<file path="config.mk">
export PLATFORM = sky130hd
export DESIGN_NAME = dlt_stepper
export DESIGN_NICKNAME = d
export VERILOG_FILES = /design/src/rtl/dlt_pkg.sv /design/src/rtl/dlt_phase_timer.sv /design/src/rtl/dlt_tap_track.sv /design/src/rtl/dlt_stepper.sv
export SDC_FILE = /design/constraint.sdc
export NUM_CORES = 1
export LEC_CHECK = 0
export BUFFER_PORTS_ARGS = -buffer_cell sky130_fd_sc_hd__buf_2
export CAP_MARGIN = 20
export CORE_MARGIN = 3
export CORE_UTILIZATION = 58
export DETAILED_ROUTE_END_ITERATION = 10
export PLACE_DENSITY = 0.87
export SYNTH_ARGS = -nofsm -noshare
export SYNTH_HDL_FRONTEND = slang
export SYNTH_HIERARCHICAL = 1
export SYNTH_SLANG_ARGS = --single-unit
</file>
<file path="constraint.sdc">
create_clock -name clk -period 2.5 [get_ports clk]
set_clock_uncertainty 0.2 [all_clocks]
set_input_delay 0.125 -clock clk [delete_from_list [all_inputs] [get_ports clk]]
set_output_delay 0.125 -clock clk [all_outputs]
set_load 0.005 [all_outputs]
</file>
<file path="src/rtl/dlt_pkg.sv">
package dlt_pkg;

    typedef enum logic [2:0] {
        ST_IDLE,
        ST_RST_SU,
        ST_RST_HI,
        ST_RST_LO,
        ST_SEL,
        ST_STP_SU,
        ST_STP_HI,
        ST_STP_LO
    } dlt_state_e;

    typedef struct packed {
        dlt_state_e state;
        logic       sel_b;
        logic       inc;
        logic       done;
    } dlt_ctrl_t;

endpackage

</file>
<file path="src/rtl/dlt_phase_timer.sv">
module dlt_phase_timer #(
    parameter int PHASE_CYC = 1
) (
    input  logic clk,
    input  logic rst_n,
    input  logic clear_i,
    output logic last_o
);
    localparam int CW = (PHASE_CYC > 1) ? $clog2(PHASE_CYC) : 1;

    logic [CW-1:0] cnt_d, cnt_q;

    assign last_o = (cnt_q == CW'(PHASE_CYC - 1));

    always_comb begin
        cnt_d = cnt_q;
        if (clear_i || last_o) begin
            cnt_d = '0;
        end else begin
            cnt_d = cnt_q + CW'(1);
        end
    end

    always_ff @(posedge clk or negedge rst_n) begin
        if (!rst_n) begin
            cnt_q <= '0;
        end else begin
            cnt_q <= cnt_d;
        end
    end
endmodule

</file>
<file path="src/rtl/dlt_tap_track.sv">
module dlt_tap_track #(
    parameter int TAP_W = 6,
    parameter int INIT  = 16
) (
    input  logic             clk,
    input  logic             rst_n,
    input  logic             tgt_load_i,
    input  logic [TAP_W-1:0] tgt_i,
    input  logic             init_i,
    input  logic             step_i,
    input  logic             inc_i,
    output logic             match_o,
    output logic             below_o
);
    typedef struct packed {
        logic [TAP_W-1:0] tgt;
        logic [TAP_W-1:0] cur;
    } trk_t;

    trk_t trk_d, trk_q;

    assign match_o = (trk_q.cur == trk_q.tgt);
    assign below_o = (trk_q.cur <  trk_q.tgt);

    always_comb begin
        trk_d = trk_q;
        if (tgt_load_i) begin
            trk_d.tgt = tgt_i;
        end
        if (init_i) begin
            trk_d.cur = TAP_W'(INIT);
        end else if (step_i) begin
            if (inc_i) begin
                trk_d.cur = trk_q.cur + TAP_W'(1);
            end else begin
                trk_d.cur = trk_q.cur - TAP_W'(1);
            end
        end
    end

    always_ff @(posedge clk or negedge rst_n) begin
        if (!rst_n) begin
            trk_q <= '{tgt: TAP_W'(INIT), cur: TAP_W'(INIT)};
        end else begin
            trk_q <= trk_d;
        end
    end
endmodule

</file>
<file path="src/rtl/dlt_stepper.sv">
module dlt_stepper #(
    parameter int TAP_W     = 6,
    parameter int A_INIT    = 16,
    parameter int B_INIT    = 32,
    parameter int PHASE_CYC = 1
) (
    input  logic             clk,
    input  logic             rst_n,
    input  logic             start_i,
    input  logic [TAP_W-1:0] tgt_a_i,
    input  logic [TAP_W-1:0] tgt_b_i,
    output logic             busy_o,
    output logic             done_o,
    output logic             lna_rst_o,
    output logic             lnb_rst_o,
    output logic             lna_ce_o,
    output logic             lnb_ce_o,
    output logic             step_inc_o,
    output logic             step_clk_o
);
    import dlt_pkg::*;

    localparam int NLINE = 2;

    dlt_ctrl_t ctl_d, ctl_q;

    logic                        ph_last;
    logic                        ph_clear;
    logic                        tgt_load;
    logic                        trk_init;
    logic [NLINE-1:0]            step_en;
    logic [NLINE-1:0]            match;
    logic [NLINE-1:0]            below;
    logic [NLINE-1:0][TAP_W-1:0] tgt_in;

    assign tgt_in[0] = tgt_a_i;
    assign tgt_in[1] = tgt_b_i;

    dlt_phase_timer #(.PHASE_CYC(PHASE_CYC)) u_timer (
        .clk     (clk),
        .rst_n   (rst_n),
        .clear_i (ph_clear),
        .last_o  (ph_last)
    );

    for (genvar g = 0; g < NLINE; g++) begin : g_line
        dlt_tap_track #(
            .TAP_W (TAP_W),
            .INIT  ((g == 0) ? A_INIT : B_INIT)
        ) u_trk (
            .clk        (clk),
            .rst_n      (rst_n),
            .tgt_load_i (tgt_load),
            .tgt_i      (tgt_in[g]),
            .init_i     (trk_init),
            .step_i     (step_en[g]),
            .inc_i      (ctl_q.inc),
            .match_o    (match[g]),
            .below_o    (below[g])
        );
    end

    always_comb begin
        ctl_d    = ctl_q;
        ctl_d.done = 1'b0;
        tgt_load = 1'b0;
        trk_init = 1'b0;
        step_en  = '0;
        ph_clear = (ctl_q.state == ST_IDLE) || (ctl_q.state == ST_SEL);
        unique case (ctl_q.state)
            ST_IDLE: begin
                if (start_i) begin
                    tgt_load    = 1'b1;
                    ctl_d.state = ST_RST_SU;
                end
            end
            ST_RST_SU: if (ph_last) ctl_d.state = ST_RST_HI;
            ST_RST_HI: if (ph_last) ctl_d.state = ST_RST_LO;
            ST_RST_LO: begin
                if (ph_last) begin
                    trk_init    = 1'b1;
                    ctl_d.state = ST_SEL;
                end
            end
            ST_SEL: begin
                if (!match[0]) begin
                    ctl_d.sel_b = 1'b0;
                    ctl_d.inc   = below[0];
                    ctl_d.state = ST_STP_SU;
                end else if (!match[1]) begin
                    ctl_d.sel_b = 1'b1;
                    ctl_d.inc   = below[1];
                    ctl_d.state = ST_STP_SU;
                end else begin
                    ctl_d.done  = 1'b1;
                    ctl_d.state = ST_IDLE;
                end
            end
            ST_STP_SU: if (ph_last) ctl_d.state = ST_STP_HI;
            ST_STP_HI: if (ph_last) ctl_d.state = ST_STP_LO;
            ST_STP_LO: begin
                if (ph_last) begin
                    step_en[ctl_q.sel_b] = 1'b1;
                    ctl_d.state          = ST_SEL;
                end
            end
            default: ctl_d.state = ST_IDLE;
        endcase
    end

    always_ff @(posedge clk or negedge rst_n) begin
        if (!rst_n) begin
            ctl_q <= '{state: ST_IDLE, sel_b: 1'b0, inc: 1'b0, done: 1'b0};
        end else begin
            ctl_q <= ctl_d;
        end
    end

    logic in_rst, in_step;
    assign in_rst  = (ctl_q.state == ST_RST_SU) || (ctl_q.state == ST_RST_HI) ||
                     (ctl_q.state == ST_RST_LO);
    assign in_step = (ctl_q.state == ST_STP_SU) || (ctl_q.state == ST_STP_HI) ||
                     (ctl_q.state == ST_STP_LO);

    assign busy_o     = (ctl_q.state != ST_IDLE);
    assign done_o     = ctl_q.done;
    assign lna_rst_o  = in_rst;
    assign lnb_rst_o  = in_rst;
    assign lna_ce_o   = in_step && !ctl_q.sel_b;
    assign lnb_ce_o   = in_step &&  ctl_q.sel_b;
    assign step_inc_o = in_step && ctl_q.inc;
    assign step_clk_o = (ctl_q.state == ST_RST_HI) || (ctl_q.state == ST_STP_HI);
endmodule

</file>
==> out/results.md <==
- Die ar.: 4260 um^2
- count of input and output buffers: 22
- total CTS buffers: 5
- share of the clock period used by the worst path after layout: 90.6%
- maximum level of the CTS H-tree: 2
- category of the worst setup path capture point: flip-flop
- Cell Area, Synth: 2040 um^2
- pin count of the biggest net entering global routing: 32
- instance count of the mapped netlist: 218
- data required time at the worst endpoint: 2.51 ns
- worst min path class: input pin to asynchronous set/reset pin
- number of vias after detailed routing: 1657
- Post-Syn Area per Cell: 9.34 um^2
- placeable core region: 3200 um^2
- CTS tree: done
- number of antenna violations at the first check in global routing: 0
- horizontal die dimension: 65.2 um
- vertical extent of the die: 65.2 um
- Final Max Tran Viols: 0
- maximum fanout encountered on the critical timing path: 9
- clock insertion delay at the later pin of the skew report: 0.33 ns
- area delta synth->final: 17.9%
- fraction of layout cells with a size suffix above 1: 16.9%
- pwr dens: 1140 nW/um^2
- setup repair after global routing missed its margin: false
- max capacitance violation total: 0
- antenna diode count: 0
- number of warning messages in the yosys log: 6
- maximum clock insertion buffer count: 2
- Arrival @ worst endpoint: 2.28 ns
- reg-to-reg critical path startpoint: ctl_q[1]$_DFFE_PN0P_
- number of DRC violations after detailed-routing iteration 0: 122
- number of nets still failing antenna checks after routing: 0
- per-cell via count in the routed design: 5.45
- average wire per standard cell: 14.3 um
- number of design rule violations left after detail routing: 0
- count of buffers added by post-CTS timing repair for setup: 0
- beginning of the critical path: ctl_q[1]$_DFFE_PN0P_
- Overall Power: 2.73 mW
- effective utilization at floorplan: 63.6%
- DR pass1 iterations: 4
- routability congestion estimate from global placement: 0.835
- Peak VDD IR: 783 uV
- total gr overflow: 0
- Row Count: 20
- estimated wirelength of the detail-placed design: 3.16 mm
- total count of hold-check failures in the final report: 0
- final setup violation count: 0
- Clock Pin Slew Worst Setup and Hold Paths: 0.10 ns
- Tot GR Track Use: 22.8%
- Total Neg Setup Slack: 0 ns
- I/O Pins: 23
- first-pass GRT wire length: 7.38 mm
- final critical delay including setup and external delays: 2.27 ns
- slew at the pin closest to its max-slew limit: 0.675 ns
- Root Driver: sky130_fd_sc_hd__clkbuf_4
- number of global-route vias before repair: 1638
- Clock Sinks: 31
- remaining max-slew budget at the tightest pin: 55.0%
- maximum operating frequency: 441 MHz
- DRT Wirelength: 4.36 mm
- category of the worst setup path launch point: flip-flop
- result of the run: completed
- net count of the mapped netlist: 260
- leakage power total: 1.23 nW
- crit path kind: flip-flop to flip-flop
- number of nets in the final layout: 302
## state kept, by name (all words and copies together) (netlist names)
name	count
done_o	1
g_line.u_trk/trk_q	24
u_timer/cnt_q	1
ctl_q	5
## power breakdown
| part | leakage [nW] | internal [mW] | total, mW | switching, mW |
|---|---|---|---|---|
| sequential | 0.384 | 0.730 | 0.906 | 0.176 |
| clock | 0.0341 | 0.130 | 0.297 | 0.167 |
| combinational | 0.813 | 0.694 | 1.53 | 0.833 |
## placed cells by master, fill, tap and decap left out, types with 5 or more instances in the layout
cell type,instances
sky130_fd_sc_hd__a21o_1,7
sky130_fd_sc_hd__a21oi_1,12
sky130_fd_sc_hd__buf_2,22
sky130_fd_sc_hd__buf_4,5
sky130_fd_sc_hd__clkbuf_4,5
sky130_fd_sc_hd__dfrtp_1,27
sky130_fd_sc_hd__dlygate4sd3_1,14
sky130_fd_sc_hd__ha_1,25
sky130_fd_sc_hd__inv_1,25
sky130_fd_sc_hd__mux2i_1,6
sky130_fd_sc_hd__nand2_1,21
sky130_fd_sc_hd__nand3_1,6
sky130_fd_sc_hd__nor2_1,20
sky130_fd_sc_hd__o21ai_0,13
sky130_fd_sc_hd__xnor2_1,6
## per-stage QoR
stage	area (um^2)	hold WS, ns	setup slack [ns]	utilization, %	cells
global placement	2200	0.00578	0.351	68.8	283
finish	2400	0.158	0.234	74.9	304
CTS	2400	0.171	0.259	74.9	304
floorplan	2040	-0.371	0.439	-	218
detailed placement	2200	0.00512	0.275	68.8	283
global route	2400	0.193	0.0787	74.9	304
## routing by layer
metal	routed length [um]	global-route usage, %
met5	0	0
met4	37	7.77
met3	184	4.79
met2	2250	41.7
met1	1880	26.2
## final cells by class
class	instances	area, um^2
Multi-Input combinational cell	156	1130
Fill cell	233	803
Sequential cell	31	781
Timing Repair Buffer	41	288
Inverter	25	93.8
Tap cell	44	55.1
Clock buffer	6	51.3
Clock inverter	1	5.00
## timing repair
action | CTS | global route
hold endpoints to repair | 40 | 0
gates resized for setup | 0 | 0
hold buffers | 14 | 0
## worst max-delay path, cell delays in order (launching register included)
cell and delay (ns):
sky130_fd_sc_hd__dfrtp_1 0.55, sky130_fd_sc_hd__inv_1 0.20, sky130_fd_sc_hd__ha_1 0.32, sky130_fd_sc_hd__a21o_1 0.20
sky130_fd_sc_hd__nand4_1 0.11, sky130_fd_sc_hd__nand3_2 0.08, sky130_fd_sc_hd__mux2i_1 0.17, sky130_fd_sc_hd__mux2_1 0.33
## final timing paths
check	endpoint	slack, ns	cells after the start
max in group asynchronous	ctl_q[3]$_DFFE_PN0P_	1.50	2
worst min register to register	g_line[0].u_trk/trk_q[10]$_DFFE_PN1P_	0.31	2
worst max register to register	g_line[0].u_trk/trk_q[5]$_DFFE_PN0P_	0.23	7
min in group clk	g_line[0].u_trk/trk_q[10]$_DFFE_PN1P_	0.31	2
worst min-delay path	g_line[1].u_trk/trk_q[6]$_DFFE_PN0P_	0.16	2
worst max-delay path	g_line[0].u_trk/trk_q[5]$_DFFE_PN0P_	0.23	7
(Power assumes the default switching activity.)
